`src/rtl/rtc_pkg.sv`:
```
package rtc_pkg;

    localparam int WORD_W = 32;
    localparam int HALVES = 2;
    localparam int CNT_W  = WORD_W * HALVES;

    // Byte offsets seen on the register bus
    localparam logic [31:0] OFF_TIME_LO  = 32'h00;
    localparam logic [31:0] OFF_TIME_HI  = 32'h04;
    localparam logic [31:0] OFF_ALM_LO   = 32'h08;
    localparam logic [31:0] OFF_ALM_HI   = 32'h0C;
    localparam logic [31:0] OFF_IRQ_EN   = 32'h10;
    localparam logic [31:0] OFF_ALM_STOP = 32'h14;
    localparam logic [31:0] OFF_ALM_STAT = 32'h18;
    localparam logic [31:0] OFF_IRQ_ACK  = 32'h1C;

    typedef enum logic [3:0] {
        SEL_NONE,
        SEL_TIME_LO,
        SEL_TIME_HI,
        SEL_ALM_LO,
        SEL_ALM_HI,
        SEL_IRQ_EN,
        SEL_ALM_STOP,
        SEL_ALM_STAT,
        SEL_IRQ_ACK
    } reg_sel_e;

    // One-cycle write strobes fanned out from the decoder
    typedef struct packed {
        logic [HALVES-1:0] time_wr;
        logic [HALVES-1:0] alarm_wr;
        logic              en_wr;
        logic              alarm_stop;
        logic              irq_ack;
    } wr_cmd_t;

    function automatic reg_sel_e decode_offset(input logic [31:0] off);
        reg_sel_e s;
        case (off)
            OFF_TIME_LO:  s = SEL_TIME_LO;
            OFF_TIME_HI:  s = SEL_TIME_HI;
            OFF_ALM_LO:   s = SEL_ALM_LO;
            OFF_ALM_HI:   s = SEL_ALM_HI;
            OFF_IRQ_EN:   s = SEL_IRQ_EN;
            OFF_ALM_STOP: s = SEL_ALM_STOP;
            OFF_ALM_STAT: s = SEL_ALM_STAT;
            OFF_IRQ_ACK:  s = SEL_IRQ_ACK;
            default:      s = SEL_NONE;
        endcase
        return s;
    endfunction

    function automatic logic [WORD_W-1:0] half_of(input logic [CNT_W-1:0] v,
                                                  input int unsigned h);
        return v[h*WORD_W +: WORD_W];
    endfunction

endpackage

```
`src/rtl/rtc_regdec.sv`:
```
module rtc_regdec
    import rtc_pkg::*;
#(
    parameter int ADDR_W = 8
) (
    input  logic              clk,
    input  logic              rst,
    input  logic              sel,
    input  logic              wr,
    input  logic [ADDR_W-1:0] addr,
    input  logic [CNT_W-1:0]  time_now,
    input  logic [CNT_W-1:0]  alarm_word,
    input  logic              en_bit,
    input  logic              waiting,
    output wr_cmd_t           cmd,
    output logic [WORD_W-1:0] rdata
);

    reg_sel_e          which;
    logic              do_wr;
    logic              do_rd;
    logic [WORD_W-1:0] rd_mux;

    assign which = decode_offset(32'(addr));
    assign do_wr = sel && wr;
    assign do_rd = sel && !wr;

    always_comb begin
        cmd            = '0;
        cmd.time_wr[0] = do_wr && (which == SEL_TIME_LO);
        cmd.time_wr[1] = do_wr && (which == SEL_TIME_HI);
        cmd.alarm_wr[0] = do_wr && (which == SEL_ALM_LO);
        cmd.alarm_wr[1] = do_wr && (which == SEL_ALM_HI);
        cmd.en_wr      = do_wr && (which == SEL_IRQ_EN);
        cmd.alarm_stop = do_wr && (which == SEL_ALM_STOP);
        cmd.irq_ack    = do_wr && (which == SEL_IRQ_ACK);
    end

    always_comb begin
        rd_mux = '0;
        case (which)
            SEL_TIME_LO:  rd_mux = half_of(time_now, 0);
            SEL_TIME_HI:  rd_mux = half_of(time_now, 1);
            SEL_ALM_LO:   rd_mux = half_of(alarm_word, 0);
            SEL_ALM_HI:   rd_mux = half_of(alarm_word, 1);
            SEL_IRQ_EN:   rd_mux = {{(WORD_W-1){1'b0}}, en_bit};
            SEL_ALM_STAT: rd_mux = {{(WORD_W-1){1'b0}}, waiting};
            default:      rd_mux = '0;
        endcase
    end

    always_ff @(posedge clk) begin
        if (rst) begin
            rdata <= '0;
        end else if (do_rd) begin
            rdata <= rd_mux;
        end
    end

    AST_UNDEF_READS_ZERO: assert property (@(posedge clk) disable iff (rst)
        (do_rd && (which == SEL_NONE || which == SEL_IRQ_ACK || which == SEL_ALM_STOP))
        |=> (rdata == '0));

    AST_ONE_STROBE: assert property (@(posedge clk) disable iff (rst)
        $countones(cmd) <= 1);

endmodule

```
`src/rtl/rtc_counter.sv`:
```
module rtc_counter
    import rtc_pkg::*;
#(
    parameter int NS_PER_CLK = 10
) (
    input  logic              clk,
    input  logic              rst,
    input  logic [HALVES-1:0] time_wr,
    input  logic [WORD_W-1:0] wdata,
    output logic [CNT_W-1:0]  time_now
);

    localparam logic [CNT_W-1:0] STEP = CNT_W'(NS_PER_CLK);

    logic [CNT_W-1:0] base;
    logic [CNT_W-1:0] nxt;

    // A software write freezes this cycle's increment
    assign base = (|time_wr) ? time_now : time_now + STEP;

    for (genvar h = 0; h < HALVES; h++) begin : g_half
        assign nxt[h*WORD_W +: WORD_W] = time_wr[h] ? wdata : base[h*WORD_W +: WORD_W];
    end

    always_ff @(posedge clk) begin
        if (rst) begin
            time_now <= '0;
        end else begin
            time_now <= nxt;
        end
    end

    AST_STEADY_ADVANCE: assert property (@(posedge clk) disable iff (rst)
        (time_wr == '0) |=> (time_now == $past(time_now) + STEP));

    AST_LO_WR_KEEPS_HI: assert property (@(posedge clk) disable iff (rst)
        (time_wr == 2'b01) |=> (time_now[CNT_W-1:WORD_W] == $past(time_now[CNT_W-1:WORD_W])));

    AST_HI_WR_KEEPS_LO: assert property (@(posedge clk) disable iff (rst)
        (time_wr == 2'b10) |=> (time_now[WORD_W-1:0] == $past(time_now[WORD_W-1:0])));

endmodule

```
`src/rtl/rtc_alarm_unit.sv`:
```
module rtc_alarm_unit
    import rtc_pkg::*;
(
    input  logic              clk,
    input  logic              rst,
    input  logic [CNT_W-1:0]  time_now,
    input  logic [HALVES-1:0] alarm_wr,
    input  logic [WORD_W-1:0] wdata,
    input  logic              alarm_stop,
    input  logic              irq_ack,
    output logic [CNT_W-1:0]  alarm_word,
    output logic              waiting,
    output logic              pending
);

    logic [CNT_W-1:0] alarm_nxt;
    logic             arm;
    logic             arm_past;
    logic             reached;
    logic             event_now;
    logic             waiting_nxt;

    for (genvar h = 0; h < HALVES; h++) begin : g_store
        assign alarm_nxt[h*WORD_W +: WORD_W] =
            alarm_wr[h] ? wdata : alarm_word[h*WORD_W +: WORD_W];
    end

    // Arming happens on the low-word write, with the merged 64-bit value
    assign arm       = alarm_wr[0];
    assign arm_past  = (alarm_nxt <= time_now);
    assign reached   = waiting && (time_now >= alarm_word);
    assign event_now = arm ? arm_past : reached;

    always_comb begin
        waiting_nxt = waiting;
        if (arm) begin
            waiting_nxt = !arm_past;
        end else if (alarm_stop || reached) begin
            waiting_nxt = 1'b0;
        end
    end

    always_ff @(posedge clk) begin
        if (rst) begin
            alarm_word <= '0;
            waiting    <= 1'b0;
            pending    <= 1'b0;
        end else begin
            alarm_word <= alarm_nxt;
            waiting    <= waiting_nxt;
            if (event_now) begin
                pending <= 1'b1;
            end else if (irq_ack) begin
                pending <= 1'b0;
            end
        end
    end

    AST_HI_WR_NO_ARM: assert property (@(posedge clk) disable iff (rst)
        (alarm_wr == 2'b10) |=> (waiting == $past(waiting) || !waiting));

    AST_PAST_ARM_FIRES: assert property (@(posedge clk) disable iff (rst)
        (arm && ({alarm_word[CNT_W-1:WORD_W], wdata} <= time_now)) |=> (pending && !waiting));

    AST_MATCH_FIRES: assert property (@(posedge clk) disable iff (rst)
        (waiting && !arm && (time_now >= alarm_word)) |=> (pending && !waiting));

    AST_STOP_CANCELS: assert property (@(posedge clk) disable iff (rst)
        alarm_stop |=> !waiting);

    AST_STOP_KEEPS_PEND: assert property (@(posedge clk) disable iff (rst)
        (alarm_stop && pending) |=> pending);

    AST_ACK_CLEARS: assert property (@(posedge clk) disable iff (rst)
        (irq_ack && !waiting) |=> !pending);

endmodule

```
`src/rtl/ns_rtc.sv`:
```
module ns_rtc
    import rtc_pkg::*;
#(
    parameter int ADDR_W     = 8,
    parameter int NS_PER_CLK = 10
) (
    input  logic              clk,
    input  logic              rst,
    input  logic              bus_sel,
    input  logic              bus_wr,
    input  logic [ADDR_W-1:0] bus_addr,
    input  logic [31:0]       bus_wdata,
    output logic [31:0]       bus_rdata,
    output logic              irq
);

    wr_cmd_t          cmd;
    logic [CNT_W-1:0] time_now;
    logic [CNT_W-1:0] alarm_word;
    logic             waiting;
    logic             pending;
    logic             en_bit;

    rtc_regdec #(.ADDR_W(ADDR_W)) u_dec (
        .clk        (clk),
        .rst        (rst),
        .sel        (bus_sel),
        .wr         (bus_wr),
        .addr       (bus_addr),
        .time_now   (time_now),
        .alarm_word (alarm_word),
        .en_bit     (en_bit),
        .waiting    (waiting),
        .cmd        (cmd),
        .rdata      (bus_rdata)
    );

    rtc_counter #(.NS_PER_CLK(NS_PER_CLK)) u_cnt (
        .clk      (clk),
        .rst      (rst),
        .time_wr  (cmd.time_wr),
        .wdata    (bus_wdata),
        .time_now (time_now)
    );

    rtc_alarm_unit u_alm (
        .clk        (clk),
        .rst        (rst),
        .time_now   (time_now),
        .alarm_wr   (cmd.alarm_wr),
        .wdata      (bus_wdata),
        .alarm_stop (cmd.alarm_stop),
        .irq_ack    (cmd.irq_ack),
        .alarm_word (alarm_word),
        .waiting    (waiting),
        .pending    (pending)
    );

    always_ff @(posedge clk) begin
        if (rst) begin
            en_bit <= 1'b0;
        end else if (cmd.en_wr) begin
            en_bit <= bus_wdata[0];
        end
    end

    assign irq = pending & en_bit;

    AST_MASK_OFF_QUIET: assert property (@(posedge clk) disable iff (rst)
        (cmd.en_wr && !bus_wdata[0]) |=> !irq);

    AST_RESET_QUIET: assert property (@(posedge clk)
        rst |=> (!irq && !waiting && time_now == '0));

endmodule

```
`config.mk`:
```
export PLATFORM = sky130hd
export DESIGN_NAME = ns_rtc
export DESIGN_NICKNAME = d
export VERILOG_FILES = /design/src/rtl/rtc_pkg.sv /design/src/rtl/rtc_regdec.sv /design/src/rtl/rtc_counter.sv /design/src/rtl/rtc_alarm_unit.sv /design/src/rtl/ns_rtc.sv
export SDC_FILE = /design/constraint.sdc
export NUM_CORES = 1
export LEC_CHECK = 0
export ABC_CLOCK_PERIOD_IN_PS = 11000
export BUFFER_PORTS_ARGS = -buffer_cell sky130_fd_sc_hd__buf_2
export CORE_ASPECT_RATIO = 0.5
export CORE_MARGIN = 2
export CORE_UTILIZATION = 40
export CTS_CLUSTER_DIAMETER = 80
export CTS_CLUSTER_SIZE = 25
export DETAILED_ROUTE_END_ITERATION = 7
export SYNTH_ARGS = -nofsm -noshare
export SYNTH_HDL_FRONTEND = slang
export SYNTH_SLANG_ARGS = --single-unit
```
`constraint.sdc`:
```
create_clock -name clk -period 11 [get_ports clk]
set_input_delay 1.1 -clock clk [delete_from_list [all_inputs] [get_ports clk]]
set_output_delay 1.1 -clock clk [all_outputs]
set_load 0.1 [all_outputs]
```
==> flow_summary.json, run 1 <==
{
  "syn_inst": 1458,
  "io_pins": 77,
  "nets": 1665,
  "final-hold-violation-count": 0,
  "synth_seq_cells": 163,
  "grt-ovfl-total": 0,
  "yosys.area.top_type": "dfxtp_1",
  "portBuffers": 76,
  "die_h_um": 121.6,
  "die_w_um": 239.3,
  "worst-path-max-fanout": 24,
  "critPathCaptureType": "flip-flop",
  "p_per_area_mw_per_mm2": 107.7,
  "syn_area_per_cell_um2": 7.594,
  "crit_start": "bus_addr[5]",
  "final_util_pct": 46.36,
  "status": "completed",
  "syn2layout_area_growth_pct": 12.23,
  "antenna_found_initial": 0,
  "required_ns": 11.30,
  "syn_area_mm2": 0.01107,
  "drt_pre_antenna_iters": 8,
  "start_util_pct": 41.31,
  "slew_viol_final": 0,
  "rsz0062_at_grt": "false",
  "drt-initial-drc-count": 1583,
  "synth_common_cells": "nand2_1, dfxtp_1, a21oi_1",
  "r2r-start": "u_cnt.time_now[1]",
  "period_minus_slack_ns": 5.528,
  "antennaDiodeCount": 0,
  "min_from": "u_dec.rdata[0]",
  "clk_latency_ns": 0.46,
  "final.setup.tns_ns": 0,
  "stdcell_area_mm2": 0.01243,
  "dieArea_mm2": 0.02911,
  "clk_pin_slew_ns": 0.07,
  "leakage_nw": 4.752,
  "reg2reg_setup_slack_ns": 7.06,
  "routed_wl_mm": 41.93,
  "yosysWarningCount": 0,
  "cts.htree.levels": 4,
  "holdBufCountCts": 0,
  "setup_viol": 0,
  "worst_setup_path_start_kind": "input pin",
  "synth-edff-count": 0,
  "maxCapViolCount": 0,
  "synth-main-ff-cell": "dfxtp_1",
  "synth_compound_area_share_pct": 23.93,
  "synthDominantCellAreaShare_pct": 29.47,
  "grt_max_degree": 69,
  "ys_types": 69,
  "drive_gt1_share_pct": 10.37,
  "synth_top_family_by_area": "compound AO/OA/AOI/OAI gates",
  "endpoint": "u_alm.pending",
  "cts.path.max_buffers": 2,
  "worstMarginPinSlew_ns": 1.143,
  "fmax_mhz": 180.9,
  "finalCritPeriodShare_pct": 50.25,
  "cts_setup_buffers": 0,
  "place_area_mm2": 0.01178,
  "async_flop_share_pct": 0,
  "yosysSeqAreaShare_pct": 29.47,
  "synthSimpleGateAreaFrac_pct": 22.80,
  "cts-root-buf": "clkbuf_16",
  "grt_usage_pct": 29.02,
  "synth-xor-area-share_pct": 1.266,
  "r2r_cells": 8,
  "r2r_end": "u_cnt.time_now[63]",
  "drc": 0,
  "hpwl_mm": 29.96,
  "cts_resized": 0,
  "path_class": "input pin to flip-flop",
  "ir_drop_v": 0.0001204,
  "synth_fp_nets": 1631,
  "grt_first_pass_wirelength_mm": 63.40,
  "muxShareOfSynthArea_pct": 0.4746,
  "finClkSkew_ns": 0.01125,
  "synthTopCellsByArea": "dfxtp_1, ha_1, a21oi_1",
  "vias_per_cell": 6.150,
  "routedWlPerCell_um": 22.58,
  "fin_hold_ws_ns": 0.4844,
  "worstPathArrival_ns": 5.83,
  "rows": 42,
  "hold_class": "flip-flop to flip-flop",
  "ant_nets": 0,
  "vias": 11420,
  "cts_buffers": 17,
  "cts_tree": "yes",
  "cts_num_sinks": 163,
  "grt_pass1_vias": 10600,
  "place_congestion": 0.9242,
  "max_slew_margin_pct": 23.63,
  "core_mm2": 0.02680,
  "synth_most_common_cell": "nand2_1",
  "synth-adder-area-share_pct": 14.58
}
-- metrics by stage --
stage	cells	setup WS (ns)	power, mW
2_1_floorplan	1458	6.507	0.6461
3_3_place_gp	1825	5.439	0.6817
3_5_place_dp	1825	5.254	0.6819
4_1_cts	1857	5.695	1.341
5_1_grt	1857	5.350	1.375
6_report	1857	5.472	1.339
-- worst min path at each step --
stage	slack [ns]	depth (start not counted)	to
6_report	0.48	2	u_dec.rdata[0]
5_1_grt	0.51	2	u_dec.rdata[5]
4_1_cts	0.49	2	u_cnt.time_now[0]
3_5_place_dp	0.47	2	u_cnt.time_now[0]
3_3_place_gp	0.46	2	u_dec.rdata[12]
2_1_floorplan	0.45	2	u_cnt.time_now[0]
-- layout by cell type (no fill, tap or decap), types with 9 or more instances in the layout --
master and instances:
a21o_1 15, nand2_1 173, ha_1 129, nand4_1 36, nor4_1 15, clkbuf_16 17
xnor2_1 16, a221oi_1 10, a222oi_1 35, o211ai_1 9, nor3_1 25, buf_2 75
a31oi_1 18, nor2_1 87, buf_4 21, a22o_1 9, dfxtp_1 163, a211oi_1 12
nand3_1 36, and2_1 69, and3_1 9, inv_1 136, or4_1 11, a21oi_1 154
a22oi_1 12, o21ai_0 113
-- metal layers --
metal  vias up  track usage (%)  part of all wire (%)
li1       5324                -                     -
met1      5423            42.44                    46
met2       606            41.77                    41
met3        67            7.183                    12
met4         0            8.438                   1.9
met5         -                0                     0
-- sequential cells by signal (all words and copies together), names as in the netlist --
| register | count |
|---|---|
| en_bit | 1 |
| u_dec.rdata | 32 |
| u_cnt.time_now | 64 |
| u_alm.waiting | 1 |
| u_alm.pending | 1 |
| u_alm.alarm_word | 64 |
-- logic make-up after synthesis --
family,after synthesis
compound gates,423
xor+xnor,16
flops,163
buf+inv,218
simple gates,504
fa+ha+maj,129
mux,5
-- power by group --
| part | switching (mW) | internal (mW) |
|---|---|---|
| Combinational | 0.0518 | 0.0228 |
| Sequential | 0.00472 | 0.592 |
| Clock | 0.269 | 0.399 |
| Total | 0.325 | 1.01 |
-- worst max-delay path, stage by stage --
cell and delay, ns:
buf_2 0.09, or4_1 0.59, or2_2 0.40, nor4_4 0.97
buf_4 0.40, o21ai_0 0.16, ha_1 0.34, and4_1 0.27
nor4bb_1 0.65, nand4_1 0.20, a31oi_1 0.23, nor4_1 0.08
a21oi_1 0.20, a211oi_1 0.11
-- area by class of cell --
cell class	instances	area, um^2
fillers	2701	14380
multi-input cells	1077	7030
flip-flops and latches	163	3263
repair buffers	96	533.0
inverters	137	514.2
clock buffers	20	466.7
well taps	352	440.4
clock inverters	12	177.7
Power figures use the tool's default switching activity.
==> inputs of run 2 (changes only) <==
--- a/config.mk
+++ b/config.mk
@@ -5,7 +5,7 @@
 export SDC_FILE = /design/constraint.sdc
 export NUM_CORES = 1
 export LEC_CHECK = 0
-export ABC_CLOCK_PERIOD_IN_PS = 11000
+export ABC_CLOCK_PERIOD_IN_PS = 4800
 export BUFFER_PORTS_ARGS = -buffer_cell sky130_fd_sc_hd__buf_2
 export CORE_ASPECT_RATIO = 0.5
 export CORE_MARGIN = 2
==> constraint.sdc (replaced) <==
create_clock -name clk -period 4.8 [get_ports clk]
set_input_delay 0.48 -clock clk [delete_from_list [all_inputs] [get_ports clk]]
set_output_delay 0.48 -clock clk [all_outputs]
set_load 0.1 [all_outputs]
==> run 2 against run 1 <==
Wire length about the same. Via count decreased by 0.43%. Worst setup slack got worse by 4.8 ns. The flow now finishes with violations (design-rule violations). Critical endpoint unchanged. Sequential share of layout area decreased by 0.069 points. Hold slack got worse by 0.17 ns. Clock power increased by 120%. Clock-buffer cell count increased by 1. Critical path type unchanged. Combinational power increased by 130%. Highest routed layer unchanged.
==> flow_summary.json, run 2 (synthesized netlist as in run 1, its figures left out) <==
{
  "status": "complete, but fails checks",
  "violations": "design-rule violations",
  "hpwl_mm": 30.78,
  "largestRegisters": "u_alm.alarm_word: 64 flops, u_cnt.time_now: 64 flops, u_dec.rdata: 32 flops",
  "rows": 42,
  "final_util_pct": 46.48,
  "sw_frac_of_total_pct": 24.48,
  "antenna_found_initial": 0,
  "slew_viol_final": 0,
  "syn2layout_area_growth_pct": 12.52,
  "cts-root-buf": "clkbuf_16",
  "multi_input_comb_area_mm2": 0.007024,
  "critPathCaptureType": "flip-flop",
  "met3_usage_pct": 7.931,
  "grt_max_degree": 70,
  "switchingPower_mw": 0.7287,
  "grtUsageMet1_pct": 41.96,
  "grt-ovfl-total": 0,
  "cts_tree": "yes",
  "slowest_delay_ns": 0.66,
  "p_int_mw": 2.248,
  "worstPathArrival_ns": 4.41,
  "core_mm2": 0.02680,
  "holdBufCountCts": 0,
  "top_usage_layer": "met1",
  "clk_latency_ns": 0.46,
  "register_area_mm2": 0.003263,
  "final-hold-violation-count": 0,
  "cts.htree.levels": 4,
  "p_clk_share_pct": 48.3,
  "ir_drop_v": 0.0002747,
  "cts_num_sinks": 163,
  "antennaDiodeCount": 0,
  "p_per_area_mw_per_mm2": 238.9,
  "cp_top_family": "simple AND/OR/NAND/NOR gates",
  "power_mw": 2.977,
  "ant_nets": 0,
  "worst_setup_path_start_kind": "input pin",
  "pwr-share-comb_pct": 5.8,
  "cts_resized": 0,
  "path_class": "input pin to flip-flop",
  "leakage_nw": 4.776,
  "cts_buffers": 17,
  "finClkSkew_ns": 0.008178,
  "clk_pin_slew_ns": 0.07,
  "io_pins": 77,
  "layout_common_cells": "nand2_1, dfxtp_1, a21oi_1",
  "required_ns": 5.12,
  "die_h_um": 121.6,
  "die_w_um": 239.3,
  "routedWlPerCell_um": 22.43,
  "period_minus_slack_ns": 4.089,
  "cts_setup_buffers": 0,
  "crit_chain": "buf_2, or4_1, or2_2, nor4_4, buf_4, o21ai_0, ha_1, and4_1, nor4bb_1, and2_1, o311a_1, nor4_1, a21oi_1, a211oi_1",
  "worst-path-max-fanout": 32,
  "grt_pass1_vias": 10430,
  "setup_viol": 0,
  "power_frac_seq_pct": 46.0,
  "fill_cells": 2676,
  "grt_use_met2_pct": 41.28,
  "place_area_mm2": 0.01187,
  "grt_usage_pct": 29.09,
  "nets": 1677,
  "finalCritPeriodShare_pct": 85.19,
  "routed_wl_mm": 41.90,
  "cts.path.max_buffers": 2,
  "dieArea_mm2": 0.02911,
  "drc": 11,
  "fmax_mhz": 244.5,
  "drive_gt1_share_pct": 10.88,
  "worstMarginPinSlew_ns": 1.291,
  "stdcell_area_mm2": 0.01246,
  "start_util_pct": 41.31,
  "final.setup.tns_ns": 0,
  "drt-initial-drc-count": 1541,
  "critical_path_buf_inv_count": 2,
  "final_common_cell": "nand2_1",
  "place_congestion": 0.9353,
  "critPathSlowestCell": "nor4bb_1",
  "drt_pre_antenna_iters": 8,
  "maxCapViolCount": 0,
  "vias": 11370,
  "hold_class": "input pin to flip-flop",
  "max_slew_margin_pct": 13.71,
  "grt_first_pass_wirelength_mm": 63.36,
  "vias_per_cell": 6.087,
  "rsz0062_at_grt": "false",
  "portBuffers": 76
}
[run 2: cell types whose count changed in the layout (fill, tap and decap cells not counted), sizes merged]
cell,previous run,this run
buf,96,108
bufinv,4,3
clkbuf,20,21
clkinv,7,5
clkinvlp,1,3
inv,137,136
[run 2: final cells by class]
class	instances	area share (%)
inverter	137	4.128
tap	352	3.535
timing repair buffer	108	5.002
clock buffer	21	3.696
clock inverter	10	1.065
multi-input combinational	1077	56.38
sequential	163	26.19
[run 2: per-layer routing]
| metal | routed length, um | part of all wire [%] |
|---|---|---|
| met3 | 4976 | 12 |
| met5 | 0 | 0 |
| met4 | 1026 | 2.4 |
| met1 | 19000 | 45 |
| met2 | 16900 | 40 |
[run 2: final timing paths]
check	startpoint	endpoint	slack, ns	cells past startpoint
worst max-delay path	bus_addr[5]	u_alm.pending	0.71	14
worst min-delay path	bus_wdata[17]	u_cnt.time_now[17]	0.32	3
worst max register to register	u_cnt.time_now[1]	u_cnt.time_now[41]	1.18	8
worst min register to register	u_dec.rdata[23]	u_dec.rdata[23]	0.48	2
[run 2: tightest hold or removal path, cell delays in order]
cell and delay [ns]:
buf_2 0.13, nand2_1 0.06, a21oi_1 0.05
[run 2: metrics by stage]
stage	worst slack, ns	hold slack, ns	cells
after floorplan	0.9273	0.4536	1458
after global placement	0.4131	0.4614	1837
after detailed placement	0.3386	0.4691	1837
after CTS	0.8004	0.3004	1868
after global routing	0.5198	0.3094	1868
final	0.7108	0.3162	1868
[run 2: power groups by stage]
| stage | sequential, mW | clock, mW | combinational (mW) |
|---|---|---|---|
| 2_1_floorplan | 1.39 | 0 | 0.0884 |
| 3_3_place_gp | 1.40 | 0 | 0.165 |
| 3_5_place_dp | 1.40 | 0 | 0.167 |
| 4_1_cts | 1.37 | 1.46 | 0.168 |
| 5_1_grt | 1.37 | 1.51 | 0.182 |
| 6_report | 1.37 | 1.44 | 0.171 |
==> inputs of run 3 (changes only) <==
--- a/config.mk
+++ b/config.mk
@@ -9,10 +9,11 @@
 export BUFFER_PORTS_ARGS = -buffer_cell sky130_fd_sc_hd__buf_2
 export CORE_ASPECT_RATIO = 0.5
 export CORE_MARGIN = 2
-export CORE_UTILIZATION = 40
+export CORE_UTILIZATION = 56
 export CTS_CLUSTER_DIAMETER = 80
 export CTS_CLUSTER_SIZE = 25
 export DETAILED_ROUTE_END_ITERATION = 7
+export PLACE_DENSITY = 0.78
 export SYNTH_ARGS = -nofsm -noshare
 export SYNTH_HDL_FRONTEND = slang
 export SYNTH_SLANG_ARGS = --single-unit
==> run 3 against run 2 <==
The run now ends clean. First-iteration DRC count grew 6.5%. Total power grew 3.0%. Clock skew is essentially flat. Clock power grew 6%. Fmax grew 3.4%. Wire length shrank 6.3%. Global-route usage grew 8.6 points. Final area shrank 0.84%. Sequential power is essentially flat. Critical path type unchanged. Largest power group unchanged.
==> flow_summary.json, run 3 (synthesized netlist as in run 1, its figures left out) <==
{
  "fmax_mhz": 252.8,
  "fin_hold_ws_ns": 0.3010,
  "critPathSlowestCell": "or4_1",
  "required_ns": 5.10,
  "pwr-share-comb_pct": 5.5,
  "drt-initial-drc-count": 1641,
  "io_pins": 77,
  "path_common_cell": "nand4_1",
  "r2r_end": "u_cnt.time_now[63]",
  "ant_nets": 0,
  "period_minus_slack_ns": 3.956,
  "slew_viol_final": 0,
  "final_cells": 1776,
  "maxCapViolCount": 0,
  "routed_wl_mm": 39.27,
  "path_class": "input pin to flip-flop",
  "p_int_mw": 2.333,
  "reg2reg_setup_slack_ns": 1.01,
  "syn2layout_area_growth_pct": 11.57,
  "slowest_delay_ns": 0.61,
  "grt_first_pass_wirelength_mm": 59.83,
  "routedWlPerCell_um": 22.11,
  "min_to": "u_cnt.time_now[15]",
  "hold_class": "input pin to flip-flop",
  "die_w_um": 202.9,
  "die_h_um": 103.4,
  "antenna_found_initial": 1,
  "power_mw": 3.065,
  "cts-root-buf": "clkbuf_16",
  "drc": 0,
  "holdBufCountCts": 0,
  "grt_usage_pct": 37.69,
  "min_from": "bus_wdata[15]",
  "finClkSkew_ns": 0.008533,
  "setup_ws_ns": 0.8439,
  "worstPathArrival_ns": 4.26,
  "dpl_worst_slack_ns": 0.4729,
  "cp_top_family": "simple AND/OR/NAND/NOR gates",
  "status": "completed",
  "sw_frac_of_total_pct": 23.88,
  "cts_num_sinks": 163,
  "cts_buffers": 17,
  "critical_path_buf_inv_count": 2,
  "crit_chain": "buf_2, or4_1, or2_2, nor4_4, buf_4, o21ai_0, ha_1, nand4_1, nor4bb_1, nand4_1, a31oi_1, nor4_1, a21oi_1, a211oi_1",
  "worstMarginPinSlew_ns": 1.243,
  "critPathCaptureType": "flip-flop",
  "nets": 1670,
  "final.setup.tns_ns": 0,
  "drive_gt1_share_pct": 10.46,
  "grt-ovfl-total": 0,
  "hold_depth": 3,
  "clk_pin_slew_ns": 0.07,
  "start_util_pct": 57.03,
  "final_common_cell": "nand2_1",
  "rsz0062_at_grt": "false",
  "worst_setup_path_start_kind": "input pin",
  "final-hold-violation-count": 0,
  "worst-path-max-fanout": 24,
  "place_area_mm2": 0.01172,
  "portBuffers": 76,
  "stdcell_area_mm2": 0.01235,
  "r2r_cells": 8,
  "switchingPower_mw": 0.7318,
  "setup_viol": 0,
  "grt_max_degree": 59,
  "fill_cells": 1721,
  "p_clk_share_pct": 49.9,
  "place_congestion": 0.9928,
  "leakage_nw": 4.762,
  "layout_common_cells": "nand2_1, dfxtp_1, a21oi_1",
  "cts_tree": "yes",
  "final_util_pct": 63.63,
  "vias_per_cell": 6.593,
  "cts_setup_buffers": 0,
  "grt_pass1_vias": 10570,
  "cts.htree.levels": 4,
  "largestRegisters": "u_alm.alarm_word: 64 flops, u_cnt.time_now: 64 flops, u_dec.rdata: 32 flops",
  "p_per_area_mw_per_mm2": 248.1,
  "power_frac_seq_pct": 44.6,
  "cts_resized": 0,
  "dieArea_mm2": 0.02098,
  "cts.path.max_buffers": 2,
  "hpwl_mm": 28.44,
  "clk_latency_ns": 0.46,
  "max_slew_margin_pct": 16.80,
  "drt_pre_antenna_iters": 7,
  "dp_cells": 1744,
  "ir_drop_v": 0.0002467,
  "core_mm2": 0.01941,
  "rows": 36,
  "vias": 11710,
  "antennaDiodeCount": 0,
  "finalCritPeriodShare_pct": 82.42,
  "r2r-start": "u_cnt.time_now[1]"
}
run 3: changes by cell type in the layout (fill, tap and decap cells not counted), sizes merged:
cell | before | now
buf | 108 | 101
clkbuf | 21 | 23
bufinv | 3 | 4
clkinv | 5 | 4
clkinvlp | 3 | 2
run 3: metal layers:
| metal | vias to the layer above | wire, um | global-route usage, % |
|---|---|---|---|
| met2 | 717 | 16060 | 55.53 |
| li1 | 5339 | - | - |
| met5 | - | 0 | 0 |
| met4 | 0 | 984 | 13.59 |
| met3 | 80 | 5344 | 10.90 |
| met1 | 5573 | 16880 | 52.62 |
run 3: power by group through the flow:
stage	clock network, mW	logic [mW]	registers (mW)
after global routing	1.59	0.179	1.37
after detailed placement	0	0.161	1.40
after floorplan	0	0.0884	1.39
final	1.53	0.169	1.37
after CTS	1.53	0.162	1.37
after global placement	0	0.158	1.40
run 3: tightest hold or removal path: stages:
cell and delay (ns):
buf_2 0.13, nand2_1 0.06, a21oi_1 0.05
run 3: layout make-up:
| class | instances | area [um^2] | area share (%) |
|---|---|---|---|
| clock buffers | 23 | 488.0 | 3.950 |
| clock inverters | 9 | 150.1 | 1.215 |
| inverters | 137 | 514.2 | 4.163 |
| multi-input cells | 1077 | 7022 | 56.84 |
| flip-flops and latches | 163 | 3263 | 26.42 |
| well taps | 266 | 332.8 | 2.694 |
| repair buffers | 101 | 583.1 | 4.720 |
run 3: worst max path at each step:
stage / start / to / slack [ns] / cells past startpoint
after floorplan: bus_addr[5] / u_alm.pending / 0.93 / 13
after global placement: bus_addr[5] / u_alm.pending / 0.63 / 15
after detailed placement: bus_addr[5] / u_alm.pending / 0.47 / 14
after CTS: bus_addr[5] / u_alm.pending / 0.93 / 14
after global routing: bus_addr[5] / u_alm.pending / 0.60 / 14
final: bus_addr[5] / u_alm.pending / 0.84 / 14
